===== src/rtl/vram_mapper.sv =====
module vram_mapper #(
  parameter int LA_W = 17,
  parameter int D_W  = 8
) (
  input  logic              clk,
  input  logic              rst_n,
  input  logic              hi_mode,
  input  logic              only_64k,
  output logic              mode_err,
  input  logic              ptr_load,
  input  logic [LA_W-1:0]   ptr_value,
  input  logic              cpu_valid,
  output logic              cpu_ready,
  input  logic              cpu_we,
  input  logic [D_W-1:0]    cpu_wdata,
  output logic              cpu_rvalid,
  output logic [D_W-1:0]    cpu_rdata,
  input  logic              fetch_req,
  input  logic [LA_W-1:0]   fetch_addr,
  output logic              fetch_valid,
  output logic [2*D_W-1:0]  fetch_data,
  output logic              b0_en,
  output logic              b0_we,
  output logic [LA_W-2:0]   b0_addr,
  output logic [D_W-1:0]    b0_wdata,
  input  logic [D_W-1:0]    b0_rdata,
  output logic              b1_en,
  output logic              b1_we,
  output logic [LA_W-2:0]   b1_addr,
  output logic [D_W-1:0]    b1_wdata,
  input  logic [D_W-1:0]    b1_rdata
);
  localparam int PA_W = LA_W - 1;

  logic            split;
  logic            cpu_go;
  logic [LA_W-1:0] ptr_q;
  logic            cpu_bank, fetch_bank;
  logic [PA_W-1:0] cpu_off, fetch_off;
  logic            rd_q, rd_bank_q;
  logic            fv_q, fw_q, fb_q;

  assign split     = hi_mode & ~only_64k;
  assign mode_err  = hi_mode & only_64k;
  assign cpu_ready = ~fetch_req & ~ptr_load;
  assign cpu_go    = cpu_valid & cpu_ready;

  assign cpu_bank   = split ? ptr_q[0] : (ptr_q[LA_W-1] & ~only_64k);
  assign cpu_off    = split ? ptr_q[LA_W-1:1] : ptr_q[PA_W-1:0];
  assign fetch_bank = split ? fetch_addr[0] : (fetch_addr[LA_W-1] & ~only_64k);
  assign fetch_off  = split ? fetch_addr[LA_W-1:1] : fetch_addr[PA_W-1:0];

  assign b0_wdata = cpu_wdata;
  assign b1_wdata = cpu_wdata;

  always_comb begin
    b0_en = 1'b0; b1_en = 1'b0;
    b0_we = 1'b0; b1_we = 1'b0;
    b0_addr = cpu_off; b1_addr = cpu_off;
    if (fetch_req) begin
      b0_addr = fetch_off;
      b1_addr = fetch_off;
      b0_en   = split | ~fetch_bank;
      b1_en   = split | fetch_bank;
    end else if (cpu_go) begin
      b0_en = ~cpu_bank;
      b1_en = cpu_bank;
      b0_we = cpu_we & ~cpu_bank;
      b1_we = cpu_we & cpu_bank;
    end
  end

  always_ff @(posedge clk) begin
    if (!rst_n) begin
      ptr_q     <= '0;
      rd_q      <= 1'b0;
      rd_bank_q <= 1'b0;
      fv_q      <= 1'b0;
      fw_q      <= 1'b0;
      fb_q      <= 1'b0;
    end else begin
      if (ptr_load)    ptr_q <= ptr_value;
      else if (cpu_go) ptr_q <= ptr_q + 1'b1;
      rd_q      <= cpu_go & ~cpu_we;
      rd_bank_q <= cpu_bank;
      fv_q      <= fetch_req;
      fw_q      <= split;
      fb_q      <= fetch_bank;
    end
  end

  assign cpu_rvalid  = rd_q;
  assign cpu_rdata   = rd_bank_q ? b1_rdata : b0_rdata;
  assign fetch_valid = fv_q;
  assign fetch_data  = fw_q ? {b1_rdata, b0_rdata}
                            : {{D_W{1'b0}}, (fb_q ? b1_rdata : b0_rdata)};
endmodule


===== config.mk =====
export PLATFORM = sky130hd
export DESIGN_NAME = vram_mapper
export DESIGN_NICKNAME = d
export VERILOG_FILES = /design/src/rtl/vram_mapper.sv
export SDC_FILE = /design/constraint.sdc
export NUM_CORES = 1
export LEC_CHECK = 0
export ABC_CLOCK_PERIOD_IN_PS = 7300
export BUFFER_PORTS_ARGS = -buffer_cell sky130_fd_sc_hd__buf_2
export CORE_ASPECT_RATIO = 0.9
export CORE_UTILIZATION = 45
export CTS_CLUSTER_SIZE = 12
export DETAILED_ROUTE_END_ITERATION = 7
export PLACE_DENSITY = 0.87
export SYNTH_ARGS = -nofsm -noshare
export SYNTH_HDL_FRONTEND = slang
export SYNTH_SLANG_ARGS = --single-unit

===== constraint.sdc =====
create_clock -name clk -period 7.3 [get_ports clk]
set_clock_uncertainty 0.05 [all_clocks]
set_input_delay 2.19 -clock clk [delete_from_list [all_inputs] [get_ports clk]]
set_output_delay 2.19 -clock clk [all_outputs]
set_load 0.01 [all_outputs]

* Yosys cells after proc, flatten, opt, wreduce, memory -nomap -nowiden
Index checks and enable logic that the tools add are counted.
** Word-level totals
- Flip-flop bits (word level) :: 22
- Input port bits :: 66
- Output and inout bits :: 80
- Logic and storage cells :: 43
** Cells by class
- $add $sub $neg :: 1
- Mux-type cells :: 18
- Bitwise gates (word level) :: 17
- Reductions and logical operators :: 1
** Operators by type and width (number)
- $mux 16 :: 4
- $mux 17 :: 2
- $add 17x1->17 const B :: 1
- $mux 8 :: 2
- $mux 1 :: 10
- $and 1x1->1 :: 9
- $not 1->1 :: 6
- $or 1x1->1 :: 2
- $reduce_bool 2->1 :: 1

* Longest topological paths before layout
Gate-level depths: netlist of the first run.
- Word-level depth :: 7
- Gate-level depth with buffers :: 6

* Worst setup path before layout of the first run
Ideal clock, no wire load.
- Kind :: input to output
- Start point :: input port hi_mode
- End point :: output port b1_addr[10]
- Data arrival time :: 3.571 ns
- Required time :: 5.060 ns
- Slack :: 1.489 ns
- Stages :: 5
- Cell sequence :: nor2b_1 > buf_2 > buf_2 > mux4_2 > buf_4
** Between the ends
- Cells in the longest elaborated chain, start to end :: 3
** RTL lines
- from (decl) :: line 7 : input logic hi_mode,
- $and 1x1->1 (*) :: line 43 : assign split = hi_mode & ~only_64k;
- $mux 16, on equally long branches :: line 49, 51
- $mux 16 (*)
- to (decl) :: line 29 : output logic [LA_W-2:0] b1_addr,
Mark *: on every way between the ends. The rest lies on a longest branch, timed or not.

* Worst setup path in the final report of the first run
- Start point :: input port hi_mode
- End point :: output port b0_addr[14]
** Between the ends
- Cells in the longest elaborated chain, start to end :: 3
** RTL lines
- $and 1x1->1 (*) :: line 43
- $mux 16, on equally long branches :: line 49, 51
- $mux 16 (*) :: line 60 : if (fetch_req) begin
- to (decl) :: line 24 : output logic [LA_W-2:0] b0_addr,
Marked as above.

==> results of run 1 <==
## final timing paths
kind | startpoint | to | slack (ns) | cells after the start
setup / recovery | hi_mode | b0_addr[14] | 1.10 | 5
hold / removal | ptr_q[12] | ptr_q[12] | 0.49 | 2
hold reg to reg | ptr_q[12] | ptr_q[12] | 0.49 | 2
setup reg to reg | ptr_q[1] | ptr_q[10] | 5.21 | 5
## cell usage in the layout, fill, tap and decap left out, types with 6 or more instances in the layout
cell / Yosys / final
a21oi_1: 6 / 6
and2_1: 11 / 11
buf_2: 2 / 121
dfxtp_1: 22 / 22
inv_1: 7 / 7
mux2_2: 16 / 16
mux4_2: 16 / 16
nand3_1: 9 / 9
nand4_1: 6 / 6
nor2_1: 9 / 9
o21ai_0: 17 / 17
xnor2_1: 6 / 6
## area by class of cell
cell class / instances / share of cell area
inverters: 7 / 0.0105
well taps: 60 / 0.0299
repair buffers: 123 / 0.247
multi-input cells: 150 / 0.509
clock buffers: 3 / 0.0164
flip-flops and latches: 22 / 0.175
clock inverters: 1 / 0.0119
## where the power goes
group          internal (uW)  total, uW  switching [uW]  leakage (uW)
Clock                   73.3        116            43.1     0.0000357
Combinational           60.6        119            57.9      0.000911
Sequential               128        139            11.7      0.000182
Total                    262        374             113       0.00113
## state kept, by name, summed over array words and instances (netlist names)
signal / count
fb_q: 1
fetch_valid: 1
fw_q: 1
ptr_q: 17
rd_bank_q: 1
cpu_rvalid: 1
## cell families after synthesis
group	count (synthesis)	synth area share
compound gates	37	0.106
flops	22	0.216
xor+xnor	9	0.0387
mux	35	0.280
buf+inv	51	0.158
simple gates	68	0.196
fa+ha+maj	1	0.00613
## synthesized netlist by cell type, drive strengths merged, types with 2 or more instances
master	instances	area, um2
buf	36	265
dfxtp	22	440
o21ai	17	85.1
mux2	16	180
mux4	16	360
and2	11	68.8
nand3	9	45.0
nor2	9	33.8
clkbuf	8	30.0
inv	7	26.3
a21oi	6	30.0
nand4	6	37.5
xnor2	6	52.6
a31oi	5	31.3
nand2	5	18.8
or3	4	25.0
a211oi	3	22.5
mux2i	3	30.0
nor3	3	15.0
nor4	3	18.8
o211ai	3	22.5
or2	3	21.3
xor2	3	26.3
and4	2	17.5
nand2b	2	12.5
nor2b	2	12.5
nor3b	2	15.0
or4	2	18.8
## worst register-to-register path, delay by kind of cell, from the launching register on
kind / cells / cell delay (ns)
fa+ha+maj: 1 / 0.23
compound gates: 1 / 0.15
flops: 1 / 0.45
simple gates: 3 / 1.14
## routing by layer
layer	GRT usage	routed length, um	vias up
li1	-	-	965
met1	0.266	2230	908
met2	0.418	2630	97
met3	0.0625	442	12
met4	0.0613	78	0
met5	0	0	-
## stage by stage
stage / power (uW) / util / hold slack (ns) / area [um2] / std cells
floorplan: 228 / - / 0.435 / 2040 / 223
global placement: 258 / 0.580 / 0.487 / 2440 / 362
detailed placement: 261 / 0.580 / 0.476 / 2440 / 362
CTS: 377 / 0.597 / 0.490 / 2510 / 366
global route: 395 / 0.597 / 0.541 / 2510 / 366
finish: 374 / 0.597 / 0.495 / 2510 / 366
==> metrics.md, run 1 <==
| Metric | Value |
|---|---|
| Num rows | `22` |
| Antenna violations before repair | `0` |
| Final TNS setup | `0 ns` |
| Peak supply drop | `0.110 mV` |
| Grt total ovfl | `0` |
| Synthesized netlist cell count | `223` |
| # clock sinks | `22` |
| DP Worst Slack | `1.05 ns` |
| Worst path bufs/invs | `3` |
| RSZ-0062 raised after global routing | `no` |
| Seq/Total Area, Yosys | `0.216` |
| Max cap viols | `0` |
| Initial detailed-routing violation count | `101` |
| Max Buffers Root-to-Sink | `2` |
| CTS tree | `done` |
| Top cell by count, worst path | `buf_2` |
| Final Cycle Share | `0.849` |
| Final Setup Violations | `0` |
| Vias | `1982` |
| Final ANT Viol Nets | `0` |
| First-pass GRT wire length | `8.42 mm` |
| Critical path's largest stage delay | `0.63 ns` |
| Htree depth | `1` |
| Worst-path maximum fanout | `11` |
| Fin worst setup slack | `1.10 ns` |
| Layout fillers | `376` |
| # resized after CTS | `0` |
| Buffer count from post-CTS setup fixing | `0` |
| CP Class | `in2out` |
| Leakage | `0.00113 uW` |
| Residual DRC | `0` |
| Yosys reg bits | `22` |
| Largest net degree at the start of global routing | `30` |
| Post-synth EDFFs | `0` |
| Status | `finished clean` |
| Avg WL per Cell | `14.7 um` |
| Post-synth cell types | `42` |
| Synth Net Count | `290` |
| Yosys warnings | `0` |
| Post-route minimum period | `6.20 ns` |
| Fmax | `0.161 GHz` |
| Total Die Area | `0.00481 mm2` |
| FF+latch area | `440 um2` |
| Final Slew Violations | `0` |
| Worst-Margin Slew | `0.808 ns` |
| Area of the multi-input gates | `0.00128 mm2` |
| CP top delay family | `simple AND/OR/NAND/NOR gates` |
| Async S/R FF share, synth | `0` |
| Die Y-Extent | `65.9 um` |
| Pwr/cell area | `149 mW/mm2` |
| Cts bufs inserted | `3` |
| # diodes | `0` |
| Initial Util | `0.484` |
| Io pins | `146` |
| GPL Wtd Cong | `0.848` |
| Tot GR Track Use | `0.231` |
| Area growth, synth to finish | `23.3%` |
| Final Hold Fails | `0` |
| Vias per cell | `5.42` |
| Worst Setup Start Kind | `primary input` |
| Top_reg_cell synth | `dfxtp_1` |
| Req. time, crit path | `5.06 ns` |
| Drt first pass iters | `4` |
| Vias in the first global route | `1836` |
| Final nets | `374` |
| Crit path DAT | `3.96 ns` |
| Critical-path cell list | `buf_2 > nor2b_2 > buf_4 > mux4_2 > buf_2` |
| Hpwl dp | `4.29 mm` |
| CTS root buffer | `clkbuf_8` |
| Slowest cell on crit path | `nor2b_2` |
| Post-Syn Area | `0.00204 mm2` |
| Slew headroom | `0.461` |
| Share of cells above drive strength 1 | `0.539` |
| Port bufs | `121` |
| Clk Latency, worst-skew pair | `0.27 ns` |
| Hold WC Path Type | `reg2reg` |
| Chip Width | `73.0 um` |
| Syn avg cell area | `9.15 um2` |
| Hold_buf cts | `0` |
| Crit path capture type | `output pin` |
| CTS clk-pin slew, worst paths | `0.09 ns` |
| Core Area | `0.00421 mm2` |
| WL final | `5.38 mm` |
No activity file was read; power rests on OpenSTA's default activity.
==> run 2: changes to the inputs <==
==> config.mk (replaced) <==
export PLATFORM = sky130hd
export DESIGN_NAME = vram_mapper
export DESIGN_NICKNAME = d
export VERILOG_FILES = /design/src/rtl/vram_mapper.sv
export SDC_FILE = /design/constraint.sdc
export NUM_CORES = 1
export LEC_CHECK = 0
export ABC_AREA = 1
export ABC_CLOCK_PERIOD_IN_PS = 5700
export BUFFER_PORTS_ARGS = -buffer_cell sky130_fd_sc_hd__buf_2
export CORE_ASPECT_RATIO = 0.9
export CORE_UTILIZATION = 44
export CTS_CLUSTER_SIZE = 12
export DETAILED_ROUTE_END_ITERATION = 7
export PLACE_DENSITY = 0.82
export SYNTH_ARGS = -nofsm -noshare
export SYNTH_HDL_FRONTEND = slang
export SYNTH_SLANG_ARGS = --single-unit
==> constraint.sdc (replaced) <==
create_clock -name clk -period 5.7 [get_ports clk]
set_clock_uncertainty 0.05 [all_clocks]
set_input_delay 1.71 -clock clk [delete_from_list [all_inputs] [get_ports clk]]
set_output_delay 1.71 -clock clk [all_outputs]
set_load 0.01 [all_outputs]
==> metrics.md, run 2 <==
| Metric | Value |
|---|---|
| Port bufs | `121` |
| Yosys reg bits | `22` |
| Commonest cells in the netlist | `72 x nand2_1, 63 x nor2_1, 51 x o21ai_0` |
| Final Instance Area | `0.00271 mm2` |
| Chip Width | `78.3 um` |
| Core Area | `0.00492 mm2` |
| CTS clk-pin slew, worst paths | `0.08 ns` |
| Vias in the first global route | `2464` |
| Syn avg cell area | `5.82 um2` |
| Leakage | `0.00144 uW` |
| Max Buffers Root-to-Sink | `2` |
| Post-Synth Adder-Cell Area | `0.00543` |
| Initial detailed-routing violation count | `166` |
| Most frequent cells in the layout | `121 x buf_2, 72 x nand2_1, 63 x nor2_1, 51 x o21ai_0, 45 x inv_1` |
| Htree depth | `1` |
| Io pins | `146` |
| M1 WL | `2.72 mm` |
| Final std cells w/o fill | `536` |
| Vias per cell | `5.27` |
| Tot GR Track Use | `0.244` |
| Synth Net Count | `463` |
| Met2 WL post-DR | `3.46 mm` |
| Synth Area in XOR/XNOR | `0.0152` |
| Peak supply drop | `0.122 mV` |
| Total Die Area | `0.00553 mm2` |
| Avg WL per Cell | `12.9 um` |
| GPL Wtd Cong | `0.879` |
| Final Hold Fails | `0` |
| Top_reg_cell synth | `dfxtp_1` |
| Hold Startpoint | `ptr_q[15]` |
| Final Core Density | `0.550` |
| Leading area contributor after synthesis | `dfxtp_1` |
| Grt total ovfl | `0` |
| Flip-flop count of the largest register after layout | `17` |
| First-pass GRT wire length | `11.0 mm` |
| Main combinational cell family by area after synthesis | `simple AND/OR/NAND/NOR gates` |
| # resized after CTS | `0` |
| Hpwl dp | `5.41 mm` |
| Worst Setup Start Kind | `primary input` |
| Top cell type's share of synthesized area | `0.191` |
| Async S/R FF share, synth | `0` |
| Crit path DAT | `3.21 ns` |
| Die Y-Extent | `70.6 um` |
| Cts bufs inserted | `3` |
| Fmax | `0.201 GHz` |
| Area growth, synth to finish | `17.7%` |
| Hold_buf cts | `0` |
| Post-synth cell types | `34` |
| Buffer count from post-CTS setup fixing | `0` |
| Residual DRC | `0` |
| Routed wl met3 | `571 um` |
| Final TNS setup | `0 ns` |
| Worst-Margin Slew | `0.555 ns` |
| Hold WC Path Type | `reg2reg` |
| Compound-cell area share of the yosys netlist | `0.236` |
| Reg2Reg Depth | `8` |
| Mux share of post-synthesis cell area | `0` |
| WHS Endpoint | `ptr_q[15]` |
| Final Slew Violations | `0` |
| Status | `finished clean` |
| Critical-path cell list | `buf_2 > inv_1 > nand2_1 > inv_1 > buf_4 > o21ai_0 > o22ai_1 > buf_2` |
| Antenna violations before repair | `0` |
| Initial Util | `0.468` |
| Final ANT Viol Nets | `0` |
| Reg-to-Reg End | `ptr_q[14]` |
| Final Cycle Share | `0.872` |
| Final nets | `539` |
| Crit path capture type | `output pin` |
| Largest net degree at the start of global routing | `25` |
| Critical path's largest stage delay | `0.37 ns` |
| Max cap viols | `0` |
| CTS root buffer | `clkbuf_8` |
| Num rows | `24` |
| Post-route minimum period | `4.97 ns` |
| CP Class | `in2out` |
| Most frequent cell after synthesis | `nand2_1` |
| Req. time, crit path | `3.94 ns` |
| RSZ-0062 raised after global routing | `no` |
| Most common cell after layout, fill and taps aside | `buf_2` |
| Reg2reg setup slack | `4.05 ns` |
| Largest Register | `ptr_q` |
| Seq/Total Area, Yosys | `0.191` |
| Slew headroom | `0.626` |
| Post-synth EDFFs | `0` |
| CTS tree | `done` |
| Worst r2r src | `ptr_q[1]` |
| Area after DPL | `0.00266 mm2` |
| Post-Syn Area | `0.00230 mm2` |
| Pwr/cell area | `170 mW/mm2` |
| # diodes | `0` |
| Clk Latency, worst-skew pair | `0.27 ns` |
| Simple-Gate Fraction of Synth Area | `0.324` |
| WL final | `6.91 mm` |
| Worst-path maximum fanout | `18` |
| Hold WS | `0.498 ns` |
| Share of cells above drive strength 1 | `0.297` |
| Top routing layer used | `met4` |
| Vias | `2825` |
| Final Setup Violations | `0` |
| Yosys warnings | `0` |
| Synth area leaders | `dfxtp_1 19%, nand2_1 12%, o21ai_0 11%, buf_4 11%, nor2_1 10%` |
| Placed Cells | `532` |
| Hold depth | `2` |
| Slowest cell on crit path | `inv_1` |
| # clock sinks | `22` |
| Drt first pass iters | `4` |
| Synthesized netlist cell count | `396` |
[run 2: changes by cell type after synthesis, sizes merged, moves of 16 or more]
| cell | before | now |
|---|---|---|
| inv | 7 | 46 |
| o22ai | 0 | 16 |
| mux2 | 16 | 0 |
| o21ai | 17 | 52 |
| nor2 | 9 | 67 |
| mux4 | 16 | 0 |
| nand2 | 5 | 74 |
[run 2: logic make-up (layout without fill, tap and decap cells)]
kind of cell / Yosys count / in the layout
and+or+nand+nor: 172 / 172
AOI/OAI and AO/OA: 99 / 99
buffers and inverters: 98 / 173
DFF: 22 / 22
xor gates and xnor gates: 4 / 4
adders and majority gates: 1 / 1
[run 2: cell type report]
class / instances / area [um2]
clock buffers: 4 / 55.1
well taps: 65 / 81.3
inverters: 46 / 175
flip-flops and latches: 22 / 440
fillers: 509 / 2210
multi-input cells: 276 / 1340
repair buffers: 123 / 621
[run 2: metal layers]
| layer | up-vias | track usage |
|---|---|---|
| li1 | 1406 | - |
| met4 | 0 | 0.0638 |
| met2 | 133 | 0.463 |
| met5 | - | 0 |
| met3 | 20 | 0.0374 |
| met1 | 1266 | 0.285 |
[run 2: through the flow]
stage                     power (uW)  worst slack [ns]
final                            460             0.731
after global routing             489             0.571
after CTS                        460             0.776
after detailed placement         348             0.781
after global placement           345             0.819
after floorplan                  303              1.22
[run 2: how the worst max path moves through the flow]
stage	startpoint	end	cells after the start
after floorplan	only_64k	b1_addr[10]	7
after global placement	only_64k	b1_addr[13]	8
after detailed placement	only_64k	b0_addr[11]	8
after CTS	only_64k	b0_addr[11]	8
after global routing	only_64k	b0_addr[11]	8
final	only_64k	b0_addr[11]	8
[run 2: report_power, final]
part	total [uW]	switching [uW]	internal [uW]	leakage, uW
clock network	114	52.2	61.7	0.0000288
logic	166	97.9	68.2	0.00122
registers	180	16.7	163	0.000182
[run 2: critical path, delay by kind of cell]
| family | cells | cell delay (ns) |
|---|---|---|
| buffers and inverters | 5 | 0.99 |
| and+or+nand+nor | 1 | 0.23 |
| AOI/OAI and AO/OA | 2 | 0.28 |
==> run 3: changes to the inputs <==
--- a/config.mk
+++ b/config.mk
@@ -12,6 +12,7 @@
 export CORE_UTILIZATION = 44
 export CTS_CLUSTER_SIZE = 12
 export DETAILED_ROUTE_END_ITERATION = 7
+export MAX_ROUTING_LAYER = met4
 export PLACE_DENSITY = 0.82
 export SYNTH_ARGS = -nofsm -noshare
 export SYNTH_HDL_FRONTEND = slang
==> metrics.md, run 3 (same netlist as run 2, synthesis figures left out) <==
| Metric | Value |
|---|---|
| FF+latch area | `440 um2` |
| Fmax | `0.209 GHz` |
| Drt first pass iters | `5` |
| Hold_buf cts | `0` |
| Largest Register | `ptr_q` |
| Area after DPL | `0.00266 mm2` |
| Req. time, crit path | `3.94 ns` |
| Clk Latency, worst-skew pair | `0.26 ns` |
| GPL Wtd Cong | `0.911` |
| Port bufs | `121` |
| CTS tree | `done` |
| Net Sw Frac | `0.337` |
| Cts bufs inserted | `3` |
| Final Setup Violations | `0` |
| Total Die Area | `0.00553 mm2` |
| Final Cycle Share | `0.839` |
| Largest net degree at the start of global routing | `38` |
| Max Buffers Root-to-Sink | `2` |
| Final Instance Area | `0.00273 mm2` |
| Share of cells above drive strength 1 | `0.297` |
| Final Slew Violations | `0` |
| Comb power frac | `0.337` |
| Buffer count from post-CTS setup fixing | `0` |
| WL final | `6.71 mm` |
| Hold WC Path Type | `reg2reg` |
| Status | `finished clean` |
| Crit path capture type | `output pin` |
| Post-route minimum period | `4.78 ns` |
| Final TNS setup | `0 ns` |
| # diodes | `0` |
| Most frequent cells in the layout | `121 x buf_2, 72 x nand2_1, 63 x nor2_1, 51 x o21ai_0, 45 x inv_1` |
| Num rows | `24` |
| Final ANT Viol Nets | `0` |
| Worst-Margin Slew | `0.556 ns` |
| Pwr Total | `490 uW` |
| Die Y-Extent | `70.6 um` |
| CTS clk-pin slew, worst paths | `0.08 ns` |
| Max cap viols | `0` |
| Initial detailed-routing violation count | `167` |
| Vias | `2801` |
| Layout fillers | `512` |
| Grt total ovfl | `0` |
| Sw power | `165 uW` |
| Worst-path maximum fanout | `37` |
| Antenna violations before repair | `0` |
| Avg WL per Cell | `12.5 um` |
| Initial Util | `0.468` |
| Power Internal | `325 uW` |
| Leakage | `0.00144 uW` |
| Crit path DAT | `3.02 ns` |
| Core Area | `0.00492 mm2` |
| Pwr/cell area | `180 mW/mm2` |
| RSZ-0062 raised after global routing | `no` |
| Tot GR Track Use | `0.246` |
| Clk pwr share | `0.297` |
| Htree depth | `1` |
| # resized after CTS | `0` |
| Most common cell after layout, fill and taps aside | `buf_2` |
| First-pass GRT wire length | `10.7 mm` |
| Final std cells w/o fill | `536` |
| Peak supply drop | `0.188 mV` |
| CP Class | `in2out` |
| Placed Cells | `532` |
| Chip Width | `78.3 um` |
| Final nets | `539` |
| Flip-flop count of the largest register after layout | `17` |
| Hpwl dp | `5.28 mm` |
| Area growth, synth to finish | `18.4%` |
| Io pins | `146` |
| Flop pwr share | `0.366` |
| # clock sinks | `22` |
| CTS root buffer | `clkbuf_8` |
| Residual DRC | `0` |
| Worst Setup Start Kind | `primary input` |
| Area of the multi-input gates | `0.00134 mm2` |
| Final Hold Fails | `0` |
| Vias in the first global route | `2419` |
| Vias per cell | `5.23` |
| Slew headroom | `0.625` |
[run 3: cell types whose count changed in the layout (fill, tap and decap cells not counted), sizes merged]
cell / before / now
clkbuf: 4 / 3
bufinv: 0 / 1
[run 3: final timing paths]
check | from | depth (start not counted) | slack (ns) | endpoint
setup / recovery | only_64k | 9 | 0.92 | b0_en
hold / removal | ptr_q[15] | 2 | 0.50 | ptr_q[15]
setup reg to reg | ptr_q[1] | 8 | 4.05 | ptr_q[14]
hold reg to reg | ptr_q[15] | 2 | 0.50 | ptr_q[15]
[run 3: metal layers]
| metal | vias to the layer above | track usage | routed length [um] |
|---|---|---|---|
| met5 | - | - | 0 |
| met1 | 1253 | 0.278 | 2730 |
| li1 | 1409 | - | - |
| met3 | 11 | 0.0374 | 505 |
| met2 | 128 | 0.447 | 3390 |
| met4 | 0 | 0.0658 | 82 |
[run 3: area by class of cell]
class                      count  area share
multi-input combinational    276       0.491
timing repair buffer         123       0.228
sequential                    22       0.162
inverter                      46      0.0642
tap                           65      0.0298
clock buffer                   3      0.0151
clock inverter                 1      0.0110
[run 3: per-stage QoR]
| stage | util | hold slack [ns] | worst slack [ns] |
|---|---|---|---|
| finish | 0.554 | 0.495 | 0.917 |
| global route | 0.554 | 0.513 | 0.714 |
| CTS | 0.554 | 0.492 | 0.911 |
| detailed placement | 0.539 | 0.479 | 0.919 |
| global placement | 0.539 | 0.472 | 1.01 |
| floorplan | - | 0.426 | 1.22 |
[run 3: critical path, stage by stage]
cell and delay (ns):
buf_2 0.11, inv_1 0.04, nand2_1 0.06, buf_4 0.29
o21ai_0 0.14, o21ai_0 0.24, inv_1 0.11, o21ai_0 0.16
buf_2 0.15
[run 3: power by group through the flow]
| stage | Sequential [uW] | Clock [uW] | Combinational, uW |
|---|---|---|---|
| floorplan | 177 | 0 | 127 |
| global placement | 182 | 0 | 162 |
| detailed placement | 183 | 0 | 165 |
| CTS | 179 | 146 | 165 |
| global route | 181 | 154 | 184 |
| finish | 180 | 146 | 165 |
